===== src/rtl/srx_pkg.sv =====
package srx_pkg;

  localparam int CHAR_MAX = 9;

  typedef struct packed {
    logic [CHAR_MAX-1:0] data;
    logic                ferr;
    logic                perr;
  } srx_entry_t;

  typedef enum logic [2:0] {
    ST_IDLE,
    ST_START,
    ST_DATA,
    ST_PAR,
    ST_STOP
  } srx_state_e;

  // size code to number of data bits; unlisted codes mean 8
  function automatic logic [3:0] srx_char_bits(input logic [2:0] code);
    case (code)
      3'd0:    return 4'd5;
      3'd1:    return 4'd6;
      3'd2:    return 4'd7;
      3'd7:    return 4'd9;
      default: return 4'd8;
    endcase
  endfunction

  // bits enter at the top of the shifter; move them down to bit 0
  function automatic logic [CHAR_MAX-1:0] srx_align(input logic [CHAR_MAX-1:0] sh,
                                                     input logic [3:0] nbits);
    return sh >> (4'(CHAR_MAX) - nbits);
  endfunction

  // total ones count parity must equal the odd selector
  function automatic logic srx_parity_bad(input logic [CHAR_MAX-1:0] data,
                                          input logic pbit,
                                          input logic odd);
    return (^data ^ pbit) != odd;
  endfunction

endpackage


===== src/rtl/srx_sync.sv =====
module srx_sync #(
  parameter int   STAGES    = 2,
  parameter logic RESET_VAL = 1'b1
) (
  input  logic clk,
  input  logic rst_n,
  input  logic din,
  output logic dout
);

  logic [STAGES-1:0] chain;

  generate
    if (STAGES == 1) begin : g_single
      always_ff @(posedge clk or negedge rst_n) begin
        if (!rst_n) chain <= RESET_VAL;
        else        chain <= din;
      end
    end else begin : g_multi
      always_ff @(posedge clk or negedge rst_n) begin
        if (!rst_n) chain <= {STAGES{RESET_VAL}};
        else        chain <= {chain[STAGES-2:0], din};
      end
    end
  endgenerate

  assign dout = chain[STAGES-1];

endmodule


===== src/rtl/srx_frame.sv =====
module srx_frame
  import srx_pkg::*;
#(
  parameter int OS_RATE = 16
) (
  input  logic                clk,
  input  logic                rst_n,
  input  logic                en,
  input  logic                tick,
  input  logic                rx_s,
  input  logic [2:0]          csz,
  input  logic [1:0]          pmode,
  input  logic                mp,
  output logic                start_ok,
  output logic                f_done,
  output logic [CHAR_MAX-1:0] f_data,
  output logic                f_ferr,
  output logic                f_perr,
  output logic                f_keep
);

  localparam int CW   = $clog2(OS_RATE);
  localparam int MID  = OS_RATE / 2 - 1;
  localparam int LAST = OS_RATE - 1;

  srx_state_e          st;
  logic [CW-1:0]       cnt;
  logic [3:0]          bidx;
  logic [CHAR_MAX-1:0] sh;
  logic                pbit;
  logic                prev;
  logic [3:0]          nb_l;
  logic                pchk_l;
  logic                podd_l;
  logic                mp_l;

  logic mid_hit;
  logic bit_hit;
  logic fall_seen;
  logic [CHAR_MAX-1:0] aligned;

  assign mid_hit   = tick && (cnt == CW'(MID));
  assign bit_hit   = tick && (cnt == CW'(LAST));
  assign fall_seen = en && tick && prev && !rx_s && (st == ST_IDLE);
  assign start_ok  = en && (st == ST_START) && mid_hit && !rx_s;
  assign aligned   = srx_align(sh, nb_l);

  always_ff @(posedge clk or negedge rst_n) begin
    if (!rst_n) begin
      st     <= ST_IDLE;
      cnt    <= '0;
      bidx   <= '0;
      sh     <= '0;
      pbit   <= 1'b0;
      prev   <= 1'b1;
      nb_l   <= 4'd8;
      pchk_l <= 1'b0;
      podd_l <= 1'b0;
      mp_l   <= 1'b0;
      f_done <= 1'b0;
      f_data <= '0;
      f_ferr <= 1'b0;
      f_perr <= 1'b0;
      f_keep <= 1'b0;
    end else begin
      f_done <= 1'b0;
      if (tick) prev <= rx_s;
      if (!en) begin
        st <= ST_IDLE;
      end else begin
        case (st)
          ST_IDLE: begin
            if (fall_seen) begin
              st  <= ST_START;
              cnt <= '0;
            end
          end
          ST_START: begin
            if (tick) begin
              if (cnt == CW'(MID)) begin
                cnt <= '0;
                if (rx_s) begin
                  st <= ST_IDLE;
                end else begin
                  st     <= ST_DATA;
                  bidx   <= '0;
                  sh     <= '0;
                  nb_l   <= srx_char_bits(csz);
                  pchk_l <= pmode[1];
                  podd_l <= pmode[0];
                  mp_l   <= mp;
                end
              end else begin
                cnt <= cnt + 1'b1;
              end
            end
          end
          ST_DATA: begin
            if (tick) begin
              if (cnt == CW'(LAST)) begin
                cnt  <= '0;
                sh   <= {rx_s, sh[CHAR_MAX-1:1]};
                bidx <= bidx + 1'b1;
                if (bidx == nb_l - 4'd1) st <= pchk_l ? ST_PAR : ST_STOP;
              end else begin
                cnt <= cnt + 1'b1;
              end
            end
          end
          ST_PAR: begin
            if (tick) begin
              if (cnt == CW'(LAST)) begin
                cnt  <= '0;
                pbit <= rx_s;
                st   <= ST_STOP;
              end else begin
                cnt <= cnt + 1'b1;
              end
            end
          end
          ST_STOP: begin
            if (tick) begin
              if (cnt == CW'(LAST)) begin
                cnt    <= '0;
                st     <= ST_IDLE;
                f_done <= 1'b1;
                f_data <= aligned;
                f_ferr <= !rx_s;
                f_perr <= pchk_l && srx_parity_bad(aligned, pbit, podd_l);
                f_keep <= !mp_l || ((nb_l == 4'd9) ? sh[CHAR_MAX-1] : rx_s);
              end else begin
                cnt <= cnt + 1'b1;
              end
            end
          end
          default: st <= ST_IDLE;
        endcase
      end
    end
  end

  AST_FALSE_START_IDLE: assert property (@(posedge clk) disable iff (!rst_n)
    (st == ST_START) && mid_hit && rx_s |=> st == ST_IDLE);

  AST_UPPER_ZERO: assert property (@(posedge clk) disable iff (!rst_n)
    f_done |-> (f_data >> nb_l) == '0);

  AST_STOP_ORDER: assert property (@(posedge clk) disable iff (!rst_n)
    (st == ST_STOP) && !$past(st == ST_STOP) |-> $past(st == ST_DATA) || $past(st == ST_PAR));

  AST_BIT_PERIOD: assert property (@(posedge clk) disable iff (!rst_n)
    (st == ST_DATA) && bit_hit && en |=> st != ST_IDLE);

endmodule


===== src/rtl/srx_fifo2.sv =====
module srx_fifo2
  import srx_pkg::*;
#(
  parameter int DEPTH = 2
) (
  input  logic       clk,
  input  logic       rst_n,
  input  logic       flush,
  input  logic       push,
  input  logic       pop,
  input  srx_entry_t wdata,
  output srx_entry_t head,
  output logic       empty,
  output logic       full,
  output logic [$clog2(DEPTH+1)-1:0] level
);

  localparam int PW   = (DEPTH > 1) ? $clog2(DEPTH) : 1;
  localparam int CNTW = $clog2(DEPTH + 1);

  srx_entry_t      mem [DEPTH];
  logic [PW-1:0]   rptr;
  logic [PW-1:0]   wptr;
  logic [CNTW-1:0] cnt;

  function automatic logic [PW-1:0] ptr_next(input logic [PW-1:0] p);
    return (p == PW'(DEPTH - 1)) ? '0 : p + 1'b1;
  endfunction

  always_ff @(posedge clk or negedge rst_n) begin
    if (!rst_n) begin
      rptr <= '0;
      wptr <= '0;
      cnt  <= '0;
    end else if (flush) begin
      rptr <= '0;
      wptr <= '0;
      cnt  <= '0;
    end else begin
      if (push) wptr <= ptr_next(wptr);
      if (pop)  rptr <= ptr_next(rptr);
      cnt <= cnt + CNTW'(push) - CNTW'(pop);
    end
  end

  always_ff @(posedge clk) begin
    if (push && !flush) mem[wptr] <= wdata;
  end

  assign head  = mem[rptr];
  assign empty = (cnt == '0);
  assign full  = (cnt == CNTW'(DEPTH));
  assign level = cnt;

  AST_NO_OVERFLOW: assert property (@(posedge clk) disable iff (!rst_n)
    push |-> !full || pop);

  AST_NO_UNDERFLOW: assert property (@(posedge clk) disable iff (!rst_n)
    pop |-> !empty);

  AST_POP_ADVANCES: assert property (@(posedge clk) disable iff (!rst_n)
    pop && !push && !flush |=> cnt == $past(cnt) - 1'b1);

  AST_FLUSH_EMPTIES: assert property (@(posedge clk) disable iff (!rst_n)
    flush |=> empty);

endmodule


===== src/rtl/serial_rx_fifo2.sv =====
module serial_rx_fifo2
  import srx_pkg::*;
#(
  parameter int OS_RATE     = 16,
  parameter int FIFO_DEPTH  = 2,
  parameter int SYNC_STAGES = 2
) (
  input  logic       clk,
  input  logic       rst_n,
  input  logic       rx_line,
  input  logic       rx_en,
  input  logic       os_tick,
  input  logic [2:0] char_size,
  input  logic [1:0] parity_mode,
  input  logic       addr_filter,
  input  logic       rd_strobe,
  output logic [7:0] rd_data,
  output logic       rd_bit8,
  output logic       rx_ready,
  output logic       frame_err,
  output logic       parity_err,
  output logic       overrun
);

  localparam int LVW = $clog2(FIFO_DEPTH + 1);

  logic                rx_s;
  logic                start_ok;
  logic                f_done;
  logic [CHAR_MAX-1:0] f_data;
  logic                f_ferr;
  logic                f_perr;
  logic                f_keep;

  srx_entry_t          new_entry;
  srx_entry_t          pend_q;
  logic                pend_v;
  logic                ovr_q;

  srx_entry_t          push_entry;
  srx_entry_t          head;
  logic                fifo_empty;
  logic                fifo_full;
  logic [LVW-1:0]      fifo_level;

  // named events for checking
  logic                pop;
  logic                can_push;
  logic                accept;
  logic                drop_evt;
  logic                ovr_evt;
  logic                push;

  srx_sync #(.STAGES(SYNC_STAGES), .RESET_VAL(1'b1)) u_sync (
    .clk  (clk),
    .rst_n(rst_n),
    .din  (rx_line),
    .dout (rx_s)
  );

  srx_frame #(.OS_RATE(OS_RATE)) u_frame (
    .clk     (clk),
    .rst_n   (rst_n),
    .en      (rx_en),
    .tick    (os_tick),
    .rx_s    (rx_s),
    .csz     (char_size),
    .pmode   (parity_mode),
    .mp      (addr_filter),
    .start_ok(start_ok),
    .f_done  (f_done),
    .f_data  (f_data),
    .f_ferr  (f_ferr),
    .f_perr  (f_perr),
    .f_keep  (f_keep)
  );

  assign new_entry  = '{data: f_data, ferr: f_ferr, perr: f_perr};
  assign pop        = rd_strobe && !fifo_empty;
  assign can_push   = !fifo_full || pop;
  assign accept     = f_done && f_keep;
  assign drop_evt   = f_done && !f_keep;
  assign ovr_evt    = start_ok && fifo_full && pend_v && !pop;
  assign push       = can_push && (pend_v || accept);
  assign push_entry = pend_v ? pend_q : new_entry;

  srx_fifo2 #(.DEPTH(FIFO_DEPTH)) u_fifo (
    .clk  (clk),
    .rst_n(rst_n),
    .flush(!rx_en),
    .push (push),
    .pop  (pop),
    .wdata(push_entry),
    .head (head),
    .empty(fifo_empty),
    .full (fifo_full),
    .level(fifo_level)
  );

  // shift-stage hold and overrun flag
  always_ff @(posedge clk or negedge rst_n) begin
    if (!rst_n) begin
      pend_v <= 1'b0;
      pend_q <= '0;
      ovr_q  <= 1'b0;
    end else if (!rx_en) begin
      pend_v <= 1'b0;
      ovr_q  <= 1'b0;
    end else begin
      if (ovr_evt)  ovr_q <= 1'b1;
      else if (pop) ovr_q <= 1'b0;

      if (ovr_evt) begin
        pend_v <= 1'b0;
      end else if (accept && (pend_v || !can_push)) begin
        pend_q <= new_entry;
        pend_v <= 1'b1;
      end else if (pend_v && can_push) begin
        pend_v <= 1'b0;
      end
    end
  end

  assign rx_ready   = !fifo_empty;
  assign rd_data    = fifo_empty ? 8'h00 : head.data[7:0];
  assign rd_bit8    = !fifo_empty && head.data[CHAR_MAX-1];
  assign frame_err  = !fifo_empty && head.ferr;
  assign parity_err = !fifo_empty && head.perr;
  assign overrun    = ovr_q;

  AST_OVR_CAUSE: assert property (@(posedge clk) disable iff (!rst_n)
    $rose(ovr_q) |-> $past(fifo_full) && $past(pend_v));

  AST_OVR_CLEARS_ON_POP: assert property (@(posedge clk) disable iff (!rst_n)
    pop && !ovr_evt |=> !ovr_q);

  AST_DISABLE_CLEARS: assert property (@(posedge clk) disable iff (!rst_n)
    !rx_en |=> !rx_ready && !overrun && !frame_err && !parity_err);

  AST_FILTER_DROPS: assert property (@(posedge clk) disable iff (!rst_n)
    drop_evt && !pend_v |=> fifo_level <= $past(fifo_level) && !pend_v);

  AST_READY_AFTER_ACCEPT: assert property (@(posedge clk) disable iff (!rst_n)
    accept && rx_en && !pop |=> rx_ready);

endmodule


===== config.mk =====
export PLATFORM = sky130hd
export DESIGN_NAME = serial_rx_fifo2
export DESIGN_NICKNAME = d
export VERILOG_FILES = /design/src/rtl/srx_pkg.sv /design/src/rtl/srx_sync.sv /design/src/rtl/srx_frame.sv /design/src/rtl/srx_fifo2.sv /design/src/rtl/serial_rx_fifo2.sv
export SDC_FILE = /design/constraint.sdc
export NUM_CORES = 1
export LEC_CHECK = 0
export BUFFER_PORTS_ARGS = -buffer_cell sky130_fd_sc_hd__buf_2
export CELL_PAD_IN_SITES_DETAIL_PLACEMENT = 1
export CELL_PAD_IN_SITES_GLOBAL_PLACEMENT = 2
export CORE_MARGIN = 3
export CORE_UTILIZATION = 41
export CTS_CLUSTER_DIAMETER = 80
export DETAILED_ROUTE_END_ITERATION = 16
export PLACE_DENSITY_LB_ADDON = 0.1
export SYNTH_ARGS = -nofsm -noshare
export SYNTH_HDL_FRONTEND = slang
export SYNTH_SLANG_ARGS = --single-unit

===== constraint.sdc =====
create_clock -name clk -period 2.9 [get_ports clk]
set_input_delay 0 -clock clk [delete_from_list [all_inputs] [get_ports clk]]
set_output_delay 0 -clock clk [all_outputs]
set_load 0.005 [all_outputs]

# [Yosys cells after proc, flatten, opt, wreduce, memory -nomap -nowiden]
# Memory sizes are Yosys's and may differ from the RTL's.
# Index checks and enable logic that the tools add are counted.
# Widths: inputs -> output; s select.
[word_totals] inputBits=12 latch_bits=0 ram_bits=22 register_bits=61 rom_bits=0 elab_cells=172 memories=1
[memory_table] name="u_fifo.mem" words=2 word_bits=11 rd=1 rd_clocked_by_memory_dff=0 wr=1 line_no="srx_fifo2.sv:21" rtl="srx_entry_t mem [DEPTH];"
[op_classes] reduce_logical=45 n_addsub=8 n_div=0 n_bitwise=3 multipliers=0 muxes=56 n_shift=1 eq_ne=34 magnitude_cmp=0
[op_table] cell="$mux 9" count=5
[op_table] cell="$mux 4" count=10
[op_table] cell="$mux 3" count=12
[op_table] cell="$logic_and 1x1->1" count=21
[op_table] cell="$mux 1" count=20
[op_table] cell="$ne 3x2->1 const B" count=6
[op_table] cell="$pmux 9 s2" count=1
[op_table] cell="$pmux 4 s4" count=1
[op_table] cell="$pmux 3 s5" count=1
[op_table] cell="$ne 2x1->1 const B" count=6
[op_table] cell="$ne 3x3->1 const B" count=4
[op_table] cell="$pmux 4 s3" count=1
[op_table] cell="$mux 11" count=1
[op_table] cell="$reduce_and 10->1" count=1
[op_table] cell="$reduce_and 5->1" count=2
[op_table] cell="$eq 3x2->1 const B" count=3
[op_table] cell="$reduce_xor 9->1" count=1
[op_table] cell="$shr 9x4->9" count=1
[op_table] cell="$add 4x1->4 const B" count=2
[op_table] cell="$eq 4x4->1 const B" count=2
[op_table] cell="$mux 8" count=1
[op_table] cell="$pmux 4 s2" count=1
[op_table] cell="$reduce_and 4->1" count=2
[op_table] cell="$reduce_and 7->1" count=1
[op_table] cell="25 further kinds" count=41

# [Longest topological paths before layout]
[depth] ltp_word=10 ltp_mapped=10

# [Cells and area by module]
# Synthesis repeated with hierarchy kept, for this count alone.
[unflattened] cells_unflattened=392 area_unflattened_um2=4385.5
[modules_own_cells] module="srx_frame" cells_per_inst=272 area_each_um2=2474.9 n_inst=1
[modules_own_cells] module="srx_fifo2" cells_per_inst=53 area_each_um2=1046.0 n_inst=1
[modules_own_cells] module="serial_rx_fifo2" cells_per_inst=65 area_each_um2=812.0 n_inst=1
[modules_own_cells] module="srx_sync" cells_per_inst=2 area_each_um2=52.6 n_inst=1

# [Worst setup path after synthesis]
# No wires, ideal clock.
[synth_timing] path_type="register to register" from="register u_frame.nb_l[1]" to="register u_frame.f_perr" setup_time_ps=92 path_stages_with_launch=11 arrival_time_ps=2314 n_path_buf=1 slack_ps=494 period_less_slack_ps=2406 t_required_ps=2808 cell_sequence="dfrtp_1 -> clkbuf_8 -> inv_1 -> ha_1 -> xnor2_2 -> nand2_1 -> o221a_2 -> xnor2_1 -> xnor2_1 -> xnor3_1 -> o31ai_2"
[synth_between] elab_chain_len=6
[synth_rtl] item="start, declared" line_no="srx_frame.sv:32" rtl="logic [3:0] nb_l;"
[synth_rtl] item="start signal, assigned" line_no="srx_frame.sv:88" rtl="nb_l <= srx_char_bits(csz);"
[synth_rtl] item="$sub 4x4->4" line_no="srx_pkg.sv:33" rtl="return sh >> (4'(CHAR_MAX) - nbits);"
[synth_rtl] item="$shr 9x4->9" line_no="srx_pkg.sv:33"
[synth_rtl] item="$reduce_xor 9->1" line_no="srx_pkg.sv:40" rtl="return (^data ^ pbit) != odd;"
[synth_rtl] item="$xor 1x1->1" line_no="srx_pkg.sv:40"
[synth_rtl] item="$ne 1x1->1" line_no="srx_pkg.sv:40"
[synth_rtl] item="$logic_and 1x1->1" line_no="srx_frame.sv:129" rtl="f_perr <= pchk_l && srx_parity_bad(aligned, pbit, podd_l);"
[synth_rtl] item="end signal, assigned" line_no="srx_frame.sv:129"
[synth_rtl] item="end, declared" line_no="srx_frame.sv:18" rtl="output logic f_perr,"
# No other way between the ends.
# A chain may end at the register's enable or synchronous reset.

# [Final worst setup path]
[layout_timing] from="register u_frame.st[0]" to="register u_frame.bidx[3]"
[layout_between] elab_chain_len=3 word_cells_on_any_way=10 cone_classes="eq/ne: 7; mux: 1; reduce/logical: 2"
[layout_rtl] item="start, declared" line_no="srx_frame.sv:26" rtl="srx_state_e st;"
[layout_rtl] item="start signal, assigned" line_no="srx_frame.sv:104" rtl="if (bidx == nb_l - 4'd1) st <= pchk_l ? ST_PAR : ST_STOP;"
[layout_rtl] item="$eq 3x1->1 / $eq 3x2->1 (equally long branches)" line_no="srx_frame.sv:71" rtl="case (st)"
[layout_rtl] item="$ne 2x1->1 (no line), or another cell as far along"
[layout_rtl] item="$reduce_and 7->1 (no line)"
[layout_rtl] item="end signal, assigned" line_no="srx_frame.sv:103" rtl="bidx <= bidx + 1'b1;"
[layout_rtl] item="end, declared" line_no="srx_frame.sv:28" rtl="logic [3:0] bidx;"
# Parallel ways exist; a longest one is shown, timed or not.

==> flow_metrics.py <==
metrics = {
    "floorplanning": {
        "ios": 25,
        "die_x_um": 108,
        "die_y_um": 108,
        "start_util": 0.430,
        "core_um2": 10000,
        "dieArea_um2": 11800,
        "num_rows": 36,
    },
    "cells_and_area": {
        "syn_to_final_growth_pct": 12.9,
        "fin_nets": 440,
        "stdcell_count": 560,
        "multi_input_area_um2": 1950,
        "drive_gt1_frac": 0.230,
        "seq_area_um2": 2190,
        "nFillCells": 1114,
        "finalCoreUtilization": 0.486,
        "diodes": 0,
    },
    "cts": {
        "cts_buffer_depth": 2,
        "cts_sinks": 83,
        "numCtsBuffers": 9,
        "h-tree-depth": 3,
        "cts_resized": 0,
        "root_buffer": "clkbuf_8",
        "tritoncts": "yes",
        "clk_pin_slew_ns": 0.10,
        "clk_latency_ns": 0.36,
    },
    "sta": {
        "hold_viol_final": 0,
        "slew_viol_final": 0,
        "skew_ns": 0.0124,
        "rsz0062_at_grt": "false",
        "clock.fmax_ghz": 0.394,
        "finalSetupViolCount": 0,
        "holdWs_ns": 0.0292,
        "tightest_slew_ns": 1.14,
        "finalCritPeriodShare": 0.874,
        "maxSlewHeadroom": 0.236,
        "fin_crit_ns": 2.54,
        "tns_ns": 0,
    },
    "detailed_routing": {
        "first_pass_iters": 4,
        "ant_nets": 0,
        "totalWireLength_um": 8580,
        "drt-vias-per-instance": 5.18,
        "vias": 2900,
        "drt_iter0_markers": 50,
        "wl_per_cell_um": 15.3,
        "drc": 0,
    },
    "critical_path": {
        "crit_required_ns": 3.19,
        "cp-end-kind": "register",
        "crit_path_start_kind": "register",
        "critPathMaxFanout": 25,
        "cp.arrival_ns": 2.82,
        "path_class": "register to register",
    },
    "synth": {
        "synthFlopType": "dfrtp_1",
        "synth.distinct_cells": 58,
        "yosysMostFrequentCell": "dfrtp_1",
        "synthDominantCellAreaShare": 0.331,
        "synth_area_leader_cell": "dfrtp_1",
        "ys_ff_latch": 83,
        "postSynth.asyncResetShare": 0.735,
        "synth_cells": 389,
        "netlist_top_cells_count": "57 x dfrtp_1, 55 x nand2_1, 32 x o21ai_0",
        "ys_warn_count": 0,
        "synth-seq-area-share": 0.509,
        "syn_avg_cell_area_um2": 11.1,
        "synthTopCellsByArea": "dfrtp_1 33%, edfxtp_1 15%, mux2_2 7.3%, nand2_1 4.8%, mux2i_1 4.2%",
        "synth_edf_count": 22,
        "syn_nets": 407,
        "syn_area_um2": 4300,
    },
    "placed_design": {
        "place_congestion": 0.746,
        "port_buffers": 24,
        "dp.cells": 534,
        "place_hpwl_um": 6000,
    },
    "min_path": {
        "holdCritPathClass": "input port to register",
    },
    "power": {
        "power.density_nw_per_um2": 511,
        "vdd_drop_max_mv": 0.229,
        "p_leak_nw": 2.13,
    },
    "global_routing": {
        "antenna_found_initial": 0,
        "grt_first_pass_wirelength_um": 15000,
        "grt_max_degree": 62,
        "gr-total-overflow": 0,
        "grt_pass1_vias": 3039,
        "gr-usage-all-layers": 0.163,
    },
    "outcome": {
        "outcome": "finished, final reports clean",
    },
    "flow_run": {
        "drv_cap": 0,
    },
}
## cell usage in the layout (no fill, tap or decap), drive strengths merged, types with 2 or more instances in the layout
cell,n
a211o,2
a21boi,3
a21o,2
a21oi,12
a31oi,2
and2,5
and3,3
buf,32
bufinv,2
clkbuf,9
dfrtp,57
dfstp,4
dlygate4sd3,10
edfxtp,22
ha,6
inv,15
mux2,28
mux2i,18
mux4,6
nand2,55
nand2b,2
nand3,11
nor2,27
nor2b,10
nor3,4
o211ai,2
o21a,2
o21ai,33
o31ai,3
or2,2
xnor2,12
xor2,9
## where the power goes
| group | switching [mW] | internal (mW) | leakage, nW |
|---|---|---|---|
| Combinational | 0.118 | 0.127 | 1.02 |
| Sequential | 0.0387 | 1.22 | 0.990 |
| Clock | 0.477 | 0.504 | 0.114 |
## layer usage
metal  up-vias  track usage  part of all wire
li1       1430            -                 -
met1      1431        0.215              0.47
met4         0       0.0532             0.015
met3        10       0.0304             0.023
met2        29        0.271              0.49
met5         -            0                 0
## what timing repair did
action,CTS,global route
setup buffers,0,0
hold buffers,10,0
endpoints found under the hold margin,67,0
## logic make-up after synthesis
family | count (synthesis) | synth area share
AND/OR/NAND/NOR | 127 | 0.142
multiplexers | 52 | 0.147
XOR/XNOR | 22 | 0.0497
flip-flops | 83 | 0.509
buffers and inverters | 31 | 0.0384
adder cells (fa/ha/maj) | 6 | 0.0174
AO/OA/AOI/OAI | 68 | 0.0962
## path summary, 6_finish.rpt
| path | slack, ns | depth (start not counted) | from | end |
|---|---|---|---|---|
| worst max-delay path | 0.36 | 7 | u_frame.st[0] | u_frame.bidx[3] |
| worst min-delay path | 0.03 | 4 | char_size[0] | u_frame.nb_l[0] |
| worst max register to register | 0.36 | 7 | u_frame.st[0] | u_frame.bidx[3] |
| worst min register to register | 0.36 | 0 | u_sync.chain[0] | u_sync.chain[1] |
| max in group asynchronous | 2.04 | 3 | rst_n | pend_q[2] |
| min in group asynchronous | 0.34 | 3 | rst_n | u_frame.cnt[1] |
## cell type report
class	count	area share
well taps	133	0.0343
inverters	11	0.00850
multi-input cells	275	0.401
repair buffers	42	0.0577
clock inverters	7	0.0221
clock buffers	9	0.0255
flip-flops and latches	83	0.451
## registers in the layout (all words and copies together) (netlist names), 3 cells and up
signal,count
u_frame.nb_l,4
u_frame.st,3
u_fifo.mem,22
u_frame.sh,9
pend_q,11
u_frame.cnt,4
u_frame.f_data,9
u_frame.bidx,4
## metrics by stage
step | setup WS, ns | cell area [µm²] | power (mW)
6_report | 0.364 | 4860 | 2.48
5_1_grt | 0.0357 | 4860 | 2.62
3_3_place_gp | 0.424 | 4530 | 1.51
4_1_cts | 0.332 | 4860 | 2.52
3_5_place_dp | 0.348 | 4530 | 1.52
2_1_floorplan | 0.494 | 4300 | 1.43
## critical path, cell delays in order (launching register included)
cell	delay [ns]
dfrtp_1	0.57
or3b_1	0.41
nor2_1	0.15
a21oi_1	0.05
or4_1	0.77
nor3_1	0.31
a21oi_1	0.06
o21ai_0	0.14
Note: power is estimated with default switching activity, not from simulation.
